**src/rtl/can_bt_pkg.sv**
```systemverilog
package can_bt_pkg;
  localparam int BRP_LO_W = 6;
  localparam int BRP_HI_W = 4;
  localparam int SJW_W    = 2;
  localparam int TS1_W    = 4;
  localparam int TS2_W    = 3;
  localparam int CTL_W    = 8;

  localparam int BRP_W    = BRP_LO_W + BRP_HI_W;
  localparam int SJW_LSB  = BRP_LO_W;
  localparam int TS1_LSB  = SJW_LSB + SJW_W;
  localparam int TS2_LSB  = TS1_LSB + TS1_W;
  localparam int BTR_W    = TS2_LSB + TS2_W;

  localparam int CTL_INIT_BIT = 0;
  localparam int CTL_CCE_BIT  = 6;

  // largest last-quantum index: stretched first segment plus longest phase 2
  localparam int QC_MAX = (1 << TS1_W) + (1 << SJW_W) + (1 << TS2_W) + 1;
  localparam int QC_W   = $clog2(QC_MAX + 1);

  typedef logic [QC_W-1:0] qidx_t;
endpackage

```
**src/rtl/cfg_regs.sv**
```systemverilog
module cfg_regs
  import can_bt_pkg::*;
#(
  parameter logic [CTL_W-1:0]    CTL_RST = 8'h01,
  parameter logic [BTR_W-1:0]    BTR_RST = 15'h2301,
  parameter logic [BRP_HI_W-1:0] EXT_RST = '0
) (
  input  logic                clk,
  input  logic                rst,
  input  logic                ctl_we,
  input  logic [CTL_W-1:0]    ctl_wdata,
  input  logic                btr_we,
  input  logic [BTR_W-1:0]    btr_wdata,
  input  logic                ext_we,
  input  logic [BRP_HI_W-1:0] ext_wdata,
  output logic [CTL_W-1:0]    ctl_q,
  output logic [BTR_W-1:0]    btr_q,
  output logic [BRP_HI_W-1:0] ext_q
);
  logic unlock;
  assign unlock = ctl_q[CTL_INIT_BIT] & ctl_q[CTL_CCE_BIT];

  always_ff @(posedge clk) begin
    if (rst) begin
      ctl_q <= CTL_RST;
      btr_q <= BTR_RST;
      ext_q <= EXT_RST;
    end else begin
      if (ctl_we)           ctl_q <= ctl_wdata;
      if (btr_we && unlock) btr_q <= btr_wdata;
      if (ext_we && unlock) ext_q <= ext_wdata;
    end
  end

  // timing storage frozen whenever the unlock pair is not set
  a_r2_locked: assert property (@(posedge clk) disable iff (rst)
    !(ctl_q[CTL_INIT_BIT] && ctl_q[CTL_CCE_BIT]) |=> ($stable(btr_q) && $stable(ext_q)));
endmodule

```
**src/rtl/tq_prescaler.sv**
```systemverilog
module tq_prescaler #(
  parameter int DIV_W = 10
) (
  input  logic             clk,
  input  logic             rst,
  input  logic             halt,
  input  logic [DIV_W-1:0] div_m1,
  output logic             tq_tick
);
  logic [DIV_W-1:0] cnt;

  always_ff @(posedge clk) begin
    if (rst || halt) begin
      cnt     <= '0;
      tq_tick <= 1'b0;
    end else if (cnt == div_m1) begin
      cnt     <= '0;
      tq_tick <= 1'b1;
    end else begin
      cnt     <= cnt + 1'b1;
      tq_tick <= 1'b0;
    end
  end

  // with a divider above one the tick lasts a single clock
  a_r4_tick_single: assert property (@(posedge clk) disable iff (rst)
    (tq_tick && div_m1 != '0) |=> !tq_tick);

  // no ticks while halted
  a_r3_tick_quiet: assert property (@(posedge clk) disable iff (rst)
    halt |=> !tq_tick);
endmodule

```
**src/rtl/rx_edge_det.sv**
```systemverilog
module rx_edge_det (
  input  logic clk,
  input  logic rst,
  input  logic rx_in,
  output logic rx_fall
);
  logic rx_s, rx_p;

  always_ff @(posedge clk) begin
    if (rst) begin
      rx_s <= 1'b1;
      rx_p <= 1'b1;
    end else begin
      rx_s <= rx_in;
      rx_p <= rx_s;
    end
  end

  assign rx_fall = rx_p & ~rx_s;

  // an edge is flagged one clock after the low level is first sampled
  a_r7_fall_seen: assert property (@(posedge clk) disable iff (rst)
    rx_fall |-> (!$past(rx_in) && $past(rx_in, 2)));
endmodule

```
**src/rtl/bit_segmenter.sv**
```systemverilog
module bit_segmenter
  import can_bt_pkg::*;
(
  input  logic             clk,
  input  logic             rst,
  input  logic             halt,
  input  logic             tq_tick,
  input  logic [SJW_W-1:0] sjw,
  input  logic [TS1_W-1:0] ts1,
  input  logic [TS2_W-1:0] ts2,
  input  logic             rx_fall,
  output logic             sample_pt,
  output logic             bit_end
);
  qidx_t qcnt, sp_idx, end_idx;
  qidx_t sp_nom, end_nom, sjw_len, lag, sp_n, end_n;
  logic [TS1_W-1:0] ts1_eff;
  logic resynced, edge_ok, in_seg1;

  always_comb begin
    ts1_eff = (ts1 == '0) ? TS1_W'(1) : ts1;
    sp_nom  = qidx_t'(ts1_eff) + qidx_t'(1);
    end_nom = sp_nom + qidx_t'(ts2) + qidx_t'(1);
    sjw_len = qidx_t'(sjw) + qidx_t'(1);
    edge_ok = rx_fall && !resynced && (qcnt != '0);
    in_seg1 = (qcnt <= sp_idx);
    lag     = (qcnt < sjw_len) ? qcnt : sjw_len;
    sp_n    = sp_idx;
    end_n   = end_idx;
    if (edge_ok) begin
      if (in_seg1) begin
        sp_n  = sp_idx + lag;
        end_n = end_idx + lag;
      end else begin
        end_n = (end_idx >= qcnt + sjw_len) ? (end_idx - sjw_len) : qcnt;
      end
    end
  end

  always_ff @(posedge clk) begin
    if (rst || halt) begin
      qcnt      <= '0;
      sp_idx    <= sp_nom;
      end_idx   <= end_nom;
      resynced  <= 1'b0;
      sample_pt <= 1'b0;
      bit_end   <= 1'b0;
    end else begin
      sample_pt <= 1'b0;
      bit_end   <= 1'b0;
      sp_idx    <= sp_n;
      end_idx   <= end_n;
      resynced  <= resynced | edge_ok;
      if (tq_tick) begin
        if (qcnt == end_n) begin
          qcnt     <= '0;
          bit_end  <= 1'b1;
          sp_idx   <= sp_nom;
          end_idx  <= end_nom;
          resynced <= 1'b0;
        end else begin
          qcnt <= qcnt + qidx_t'(1);
          if (qcnt == sp_n) sample_pt <= 1'b1;
        end
      end
    end
  end

  // the sample strobe and the bit-end strobe never coincide
  a_r6_strobes_apart: assert property (@(posedge clk) disable iff (rst)
    !(sample_pt && bit_end));

  // a bit closes only on a quantum tick
  a_r5_end_on_tick: assert property (@(posedge clk) disable iff (rst)
    bit_end |-> $past(tq_tick));

  // strobes silent while halted
  a_r3_strobe_quiet: assert property (@(posedge clk) disable iff (rst)
    halt |=> (!sample_pt && !bit_end));

  // the quantum counter never passes the (possibly shortened) last index
  a_r8_count_bound: assert property (@(posedge clk) disable iff (rst)
    qcnt <= end_idx);
endmodule

```
**src/rtl/can_bit_timer.sv**
```systemverilog
module can_bit_timer
  import can_bt_pkg::*;
(
  input  logic                clk,
  input  logic                rst,
  input  logic                ctl_we,
  input  logic [CTL_W-1:0]    ctl_wdata,
  input  logic                btr_we,
  input  logic [BTR_W-1:0]    btr_wdata,
  input  logic                ext_we,
  input  logic [BRP_HI_W-1:0] ext_wdata,
  input  logic                rx_in,
  output logic [CTL_W-1:0]    ctl_q,
  output logic [BTR_W-1:0]    btr_q,
  output logic [BRP_HI_W-1:0] ext_q,
  output logic                tq_tick,
  output logic                sample_pt,
  output logic                bit_end
);
  logic             halt, rx_fall;
  logic [BRP_W-1:0] div_m1;

  cfg_regs u_cfg (
    .clk(clk), .rst(rst),
    .ctl_we(ctl_we), .ctl_wdata(ctl_wdata),
    .btr_we(btr_we), .btr_wdata(btr_wdata),
    .ext_we(ext_we), .ext_wdata(ext_wdata),
    .ctl_q(ctl_q), .btr_q(btr_q), .ext_q(ext_q)
  );

  assign halt   = ctl_q[CTL_INIT_BIT];
  assign div_m1 = {ext_q, btr_q[BRP_LO_W-1:0]};

  tq_prescaler #(.DIV_W(BRP_W)) u_pre (
    .clk(clk), .rst(rst), .halt(halt), .div_m1(div_m1), .tq_tick(tq_tick)
  );

  rx_edge_det u_edge (
    .clk(clk), .rst(rst), .rx_in(rx_in), .rx_fall(rx_fall)
  );

  bit_segmenter u_seg (
    .clk(clk), .rst(rst), .halt(halt), .tq_tick(tq_tick),
    .sjw(btr_q[TS1_LSB-1:SJW_LSB]),
    .ts1(btr_q[TS2_LSB-1:TS1_LSB]),
    .ts2(btr_q[BTR_W-1:TS2_LSB]),
    .rx_fall(rx_fall),
    .sample_pt(sample_pt), .bit_end(bit_end)
  );
endmodule

```
**config.mk**
```make
export PLATFORM = sky130hd
export DESIGN_NAME = can_bit_timer
export DESIGN_NICKNAME = d
export VERILOG_FILES = /design/src/rtl/can_bt_pkg.sv /design/src/rtl/cfg_regs.sv /design/src/rtl/tq_prescaler.sv /design/src/rtl/rx_edge_det.sv /design/src/rtl/bit_segmenter.sv /design/src/rtl/can_bit_timer.sv
export SDC_FILE = /design/constraint.sdc
export NUM_CORES = 1
export LEC_CHECK = 0
export BUFFER_PORTS_ARGS = -buffer_cell sky130_fd_sc_hd__buf_2
export CORE_ASPECT_RATIO = 1.25
export CORE_MARGIN = 2
export CORE_UTILIZATION = 40
export DETAILED_ROUTE_END_ITERATION = 6
export SETUP_SLACK_MARGIN = 0.2
export SLEW_MARGIN = 0
export SYNTH_ARGS = -nofsm -noshare
export SYNTH_HDL_FRONTEND = slang
export SYNTH_SLANG_ARGS = --single-unit
```
**constraint.sdc**
```tcl
create_clock -name clk -period 10.4 [get_ports clk]
set_input_delay 0 -clock clk [delete_from_list [all_inputs] [get_ports clk]]
set_output_delay 0 -clock clk [all_outputs]
set_load 0.01 [all_outputs]
```
== Word level (Yosys, flattened, before mapping) ==
Cells that the tools add are included.
Storage, ports and cells
  register bits after elaboration: 58
  input port bits: 33
  output and inout port bits: 30
  word-level logic and storage cells: 64
Operators by class
  $add $sub $neg: 10
  $lt $le $gt $ge: 3
  equality and inequality tests: 3
  multiplexer cells: 19
  bitwise operators: 5
  reductions and logical operators: 11
Operators by type and width (number)
  $mux W5: 13
  $add A5 B5 Y5: 3
  $add A10 B1 Y10 const B: 1
  $add A5 B1 Y5 const B: 2
  $eq A10 B10 Y1: 1
  $eq A5 B5 Y1: 2
  $add A4 B1 Y5 const B: 1
  $add A5 B3 Y5: 1
  $ge A5 B5 Y1: 1
  $le A5 B5 Y1: 1
  $lt A5 B5 Y1: 1
  $mux W1: 5
  $reduce_bool A5 Y1: 1
  $sub A5 B5 Y5: 1
  $logic_and A1 B1 Y1: 4
  $logic_not A4 Y1: 1
  $mux W4: 1
  $reduce_or A2 Y1: 2
  $add A2 B1 Y3 const B: 1
  $reduce_or A3 Y1: 1
  $and A1 B1 Y1: 2
  $not A1 Y1: 2
  $logic_not A1 Y1: 1
  $logic_or A1 B1 Y1: 1
  $or A1 B1 Y1: 1

== Logic depth before layout (Yosys ltp) ==
  depth in word-level cells: 10
  mapped depth: 19

== Hierarchy ==
Synthesis repeated with hierarchy kept, for this count alone.
Second synthesis, totals
  cells, all modules: 437
  area total of the unflattened synthesis: 3938.8 um^2
By module, submodules not included
  bit_segmenter: times used 1, cells an instance 262, area an instance 2194.6 um^2
  cfg_regs: times used 1, cells an instance 111, area an instance 1139.8 um^2
  tq_prescaler: times used 1, cells an instance 59, area an instance 543.0 um^2
  rx_edge_det: times used 1, cells an instance 5, area an instance 61.3 um^2

== Worst setup path after synthesis ==
OpenSTA, ideal clock, no wires.
  path kind: register to register
  start: register u_cfg.btr_q[6]
  end: register u_seg.sp_idx[1]
  setup time: 0.072 ns
  arrival: 4.286 ns
  path slack: 6.043 ns
  stages on the path, launching flop included: 17
  path buffers: 1
  clock period less this slack: 4.357 ns
  cells stage by stage: dfxtp_1 ha_1 ha_1 o22ai_1 a2111o_1 o21ai_0 inv_1 fa_1 nand2b_1 o2bb2ai_1 or3_2 o22ai_2 nor3_1 o2111a_2 a21oi_4 buf_8 mux2i_1
Between the ends
  word-level cells in the longest chain between the ends: 10
  elaborated cells on any way between the ends: 17
  those cells by class: add/sub: 5; order compare: 2; eq/ne: 1; mux: 9
RTL lines
  start: declaration: RTL line cfg_regs.sv:17  | output logic [BTR_W-1:0] btr_q,
  start signal: assignment: RTL line cfg_regs.sv:30  | if (btr_we && unlock) btr_q <= btr_wdata;
  $add A2 B1 Y3 *: RTL line bit_segmenter.sv:24  | sjw_len = qidx_t'(sjw) + qidx_t'(1);
  $add A5 B5 Y5 or $lt A5 B5 Y1 (tied branches): RTL line bit_segmenter.sv:35, bit_segmenter.sv:27
  $ge A5 B5 Y1 or $mux W5 (tied branches): RTL line bit_segmenter.sv:35, bit_segmenter.sv:27
  $mux W5 or $add A5 B5 Y5 (tied branches): RTL line bit_segmenter.sv:35, bit_segmenter.sv:33
  $mux W5: RTL line bit_segmenter.sv:31  | if (in_seg1) begin
  $mux W5: RTL line bit_segmenter.sv:30  | if (edge_ok) begin
  $eq A5 B5 Y1: RTL line bit_segmenter.sv:55  | if (qcnt == end_n) begin
  $mux W5: RTL line bit_segmenter.sv:55
  $mux W5 *: RTL line bit_segmenter.sv:54  | if (tq_tick) begin
  $mux W5 *: RTL line bit_segmenter.sv:41  | if (rst || halt) begin
  end signal: assignment: RTL line bit_segmenter.sv:43  | sp_idx <= sp_nom;
  end signal: assignment: RTL line bit_segmenter.sv:51  | sp_idx <= sp_n;
  end signal: assignment: RTL line bit_segmenter.sv:58  | sp_idx <= sp_nom;
  end: declaration: RTL line bit_segmenter.sv:15  | qidx_t qcnt, sp_idx, end_idx;
Mark *: on every way between the ends. The rest lies on a longest branch, timed or not.
A chain may end at the register's enable or synchronous reset.

== Final worst setup path ==
  start: register u_cfg.btr_q[6]
  end: register u_seg.sp_idx[0]
Same word-level chain as after synthesis.

==> load_flow_metrics.sql <==
INSERT INTO impl_metrics (metric_group, metric, value, unit) VALUES
('run_status', 'outcome', 'completed', ''),
('setup_path', 'setup.worst_path.start_class', 'register', ''),
('timing', 'fin_tns_setup', '0', 'ns'),
('cts', 'tritoncts', 'done', ''),
('worst_hold_path', 'whs_endpoint', 'u_cfg.ctl_q[0]', ''),
('global_route', 'globalRouteTotalUtil', '19.1', '%'),
('yosys', 'synth_largest_area_cell', 'dfxtp_1', ''),
('route', 'vias_per_cell', '5.18', ''),
('timing', 'slew_headroom', '54.5', '%'),
('timing', 'grt_setup_unrepaired', 'false', ''),
('placed_design', 'routabilityCongestion', '0.896', ''),
('power', 'p_clk_share', '40.9', '%'),
('yosys', 'yosysWarnings', '0', ''),
('placed_design', 'post-dp-hpwl', '7060', 'um'),
('setup_path', 'arrival', '5.06', 'ns'),
('route', 'postRouteWirelength', '9460', 'um'),
('timing', 'fin_worst_skew', '0.00615', 'ns'),
('yosys', 'synth-main-ff-cell', 'dfxtp_1', ''),
('yosys', 'synth-edff-count', '0', ''),
('yosys', 'post-synth-top-count-cell', 'dfxtp_1', ''),
('yosys', 'mappedNetlistArea', '0.00381', 'mm2'),
('setup_path', 'worstReg2RegStart', 'u_cfg.btr_q[6]', ''),
('finish', 'layout-drive-gt1-share', '17.1', '%'),
('route', 'drt_iter0_markers', '112', ''),
('route', 'drc', '0', ''),
('yosys', 'async_flop_share', '0', '%'),
('timing', 'slew_violations', '0', ''),
('route', 'drt_pre_antenna_iters', '4', ''),
('setup_path', 'nature_of_the_critical_path_endpoint', 'register', ''),
('setup_path', 'worstPathBufferInverterCount', '1', ''),
('setup_path', 'critical-path-top-delay-family', 'compound AO/OA/AOI/OAI gates', ''),
('global_route', 'grt_start_max_net_pins', '32', ''),
('yosys', 'synth-simple-area-share', '17.9', '%'),
('power', 'power.leakage', '0.00215', 'uW'),
('setup_path', 'worstReg2RegEnd', 'u_seg.sp_idx[0]', ''),
('yosys', 'synth_top_family_by_area', 'simple AND/OR/NAND/NOR gates', ''),
('setup_path', 'worst-setup-path-type', 'reg2reg', ''),
('setup_path', 'crit_path_max_incr_delay', '0.49', 'ns'),
('global_route', 'number_of_antenna_violations_at_the_first_check_in_global_routing', '0', ''),
('placed_design', 'port_buffers', '62', ''),
('yosys', 'seq_area_frac_synth', '30.5', '%'),
('worst_hold_path', 'min_delay_path_depth', '2', ''),
('yosys', 'fraction_of_the_mapped_netlist_area_in_adder_cells', '13.5', '%'),
('timing', 'final_hold_violation_count', '0', ''),
('global_route', 'wire_length_of_the_first_global_routing_pass', '15900', 'um'),
('die', 'dieArea', '0.0103', 'mm2'),
('die', 'die_height', '113', 'um'),
('route', 'dr_total_vias', '3364', ''),
('timing', 'max_freq', '208', 'MHz'),
('setup_path', 'crit_path_top_delay_cell', 'a2111o_1', ''),
('timing', 'max_slew.worst_pin.slew', '0.682', 'ns'),
('die', 'num_rows', '39', ''),
('yosys', 'netlist.area_leader.share', '30.5', '%'),
('yosys', 'synthesis_stage_register_bit_count', '58', ''),
('yosys', 'synth-compound-area-share', '15.5', '%'),
('power', 'vdd_ir_drop_max', '0.146', 'mV'),
('yosys', 'gate_count_post_synth', '436', ''),
('timing', 'post-route-min-period', '4.81', 'ns'),
('setup_path', 'timing.critical_path.fanout_max', '13', ''),
('yosys', 'synth_area_leaders', 'dfxtp_1 (30%), ha_1 (11%), mux2i_1 (6.3%), xnor2_1 (5.7%), xor2_1 (5.1%)', ''),
('timing', 'period_share', '46.2', '%'),
('cts', 'clkSlewWorstSetupHoldPaths', '0.05', 'ns'),
('global_route', 'first_global_vias', '3344', ''),
('worst_hold_path', 'hold_start', 'ctl_we', ''),
('power', 'sw_frac_of_total', '28.2', '%'),
('power', 'sequentialPowerShare', '38.4', '%'),
('yosys', 'syn_avg_cell_area', '8.74', 'um2'),
('worst_hold_path', 'class_of_the_tightest_hold_or_removal_check', 'in2reg', ''),
('finish', 'finalInstanceArea', '0.00473', 'mm2'),
('setup_path', 'r2r_setup_slack', '5.59', 'ns'),
('cts', 'clk_root_buffer_cell', 'clkbuf_16', '');
cells in the final DEF, fill, tap and decap left out, types with 4 or more instances in the layout:
cell type	instances
a21o_1	6
nand4_1	4
o21ai_0	11
buf_2	62
inv_1	24
nor2_1	37
nor2b_1	4
xnor2_1	25
mux2i_1	24
o211ai_1	4
and3_1	6
o21a_1	5
nand2_1	44
or2_2	6
xor2_1	22
dfxtp_1	58
dlygate4sd3_1	28
ha_1	34
a211o_1	5
fa_1	4
and2_1	4
nand2b_1	5
nand3_1	12
nor3_1	5
a21oi_1	28
clkbuf_16	9
nor4_1	4
state kept, by name (all words and copies together), names as in the netlist:
register,flops
u_cfg.btr_q,15
u_cfg.ctl_q,8
u_cfg.ext_q,4
u_edge.rx_p,1
u_edge.rx_s,1
u_pre.cnt,10
u_pre.tq_tick,1
u_seg.bit_end,1
u_seg.end_idx,5
u_seg.qcnt,5
u_seg.resynced,1
u_seg.sample_pt,1
u_seg.sp_idx,5
worst reg2reg max path, cell delays in order (launching register included):
cell and delay [ns]:
dfxtp_1 0.34, ha_1 0.43, ha_1 0.35, o22ai_1 0.07, a2111o_1 0.49, o21ai_0 0.45
inv_1 0.12, fa_1 0.44, nand2b_1 0.16, o2bb2ai_1 0.15, or3_2 0.42, o22ai_2 0.20
nor3_1 0.09, o2111a_2 0.34, a21oi_4 0.44, mux2i_1 0.24
metrics by stage:
| step | instances | hold WS [ns] | utilization (%) | worst slack, ns | power [uW] |
|---|---|---|---|---|---|
| floorplan | 437 | 0.104 | - | 6.04 | 342 |
| global placement | 605 | 0.182 | 45.4 | 5.75 | 373 |
| detailed placement | 605 | 0.189 | 45.4 | 5.59 | 375 |
| CTS | 649 | 0.0803 | 51.3 | 5.58 | 647 |
| global route | 649 | 0.128 | 51.3 | 5.30 | 673 |
| finish | 649 | 0.109 | 51.3 | 5.59 | 642 |
power by group through the flow:
stage | registers (uW) | clock network [uW] | logic [uW]
2_1_floorplan | 247 | 0 | 94.8
3_3_place_gp | 251 | 0 | 122
3_5_place_dp | 251 | 0 | 125
4_1_cts | 246 | 268 | 133
5_1_grt | 248 | 276 | 150
6_report | 246 | 262 | 133
layout make-up:
class | instances | share of cell area, %
sequential | 58 | 24.5
timing repair buffer | 90 | 12.5
tap | 123 | 3.25
multi-input combinational | 338 | 52.2
clock inverter | 3 | 0.317
clock buffer | 13 | 5.29
inverter | 24 | 1.90
how the worst max path moves through the flow:
stage / slack (ns) / cells after the start / endpoint / from
final: 5.59 / 15 / u_seg.sp_idx[0] / u_cfg.btr_q[6]
after global routing: 5.30 / 15 / u_seg.sp_idx[1] / u_cfg.btr_q[6]
after CTS: 5.58 / 15 / u_seg.sp_idx[0] / u_cfg.btr_q[6]
after detailed placement: 5.59 / 15 / u_seg.sp_idx[0] / u_cfg.btr_q[6]
after global placement: 5.75 / 15 / u_seg.sp_idx[3] / u_cfg.btr_q[6]
after floorplan: 6.04 / 16 / u_seg.sp_idx[1] / u_cfg.btr_q[6]
metal layers:
layer	wire length (um)	vias up	global-route usage (%)
met2	4500	111	32.0
met4	223	0	10.1
met5	0	-	0
li1	-	1685	-
met3	530	21	3.06
met1	4200	1547	23.6
timing repair:
item	in CTS	in global routing
resized for setup	0	0
setup buffers	0	0
endpoints found under the hold margin	28	0
hold buffers	28	0
cell families (layout without fill, tap and decap cells):
logic type,Yosys count,in the layout
and+or+nand+nor,141,141
AOI/OAI and AO/OA,84,84
muxes,24,24
buffers and inverters,41,130
DFF,58,58
adders and majority gates,39,39
xor gates and xnor gates,48,48
other,1,2
(Power assumes the default switching activity.)
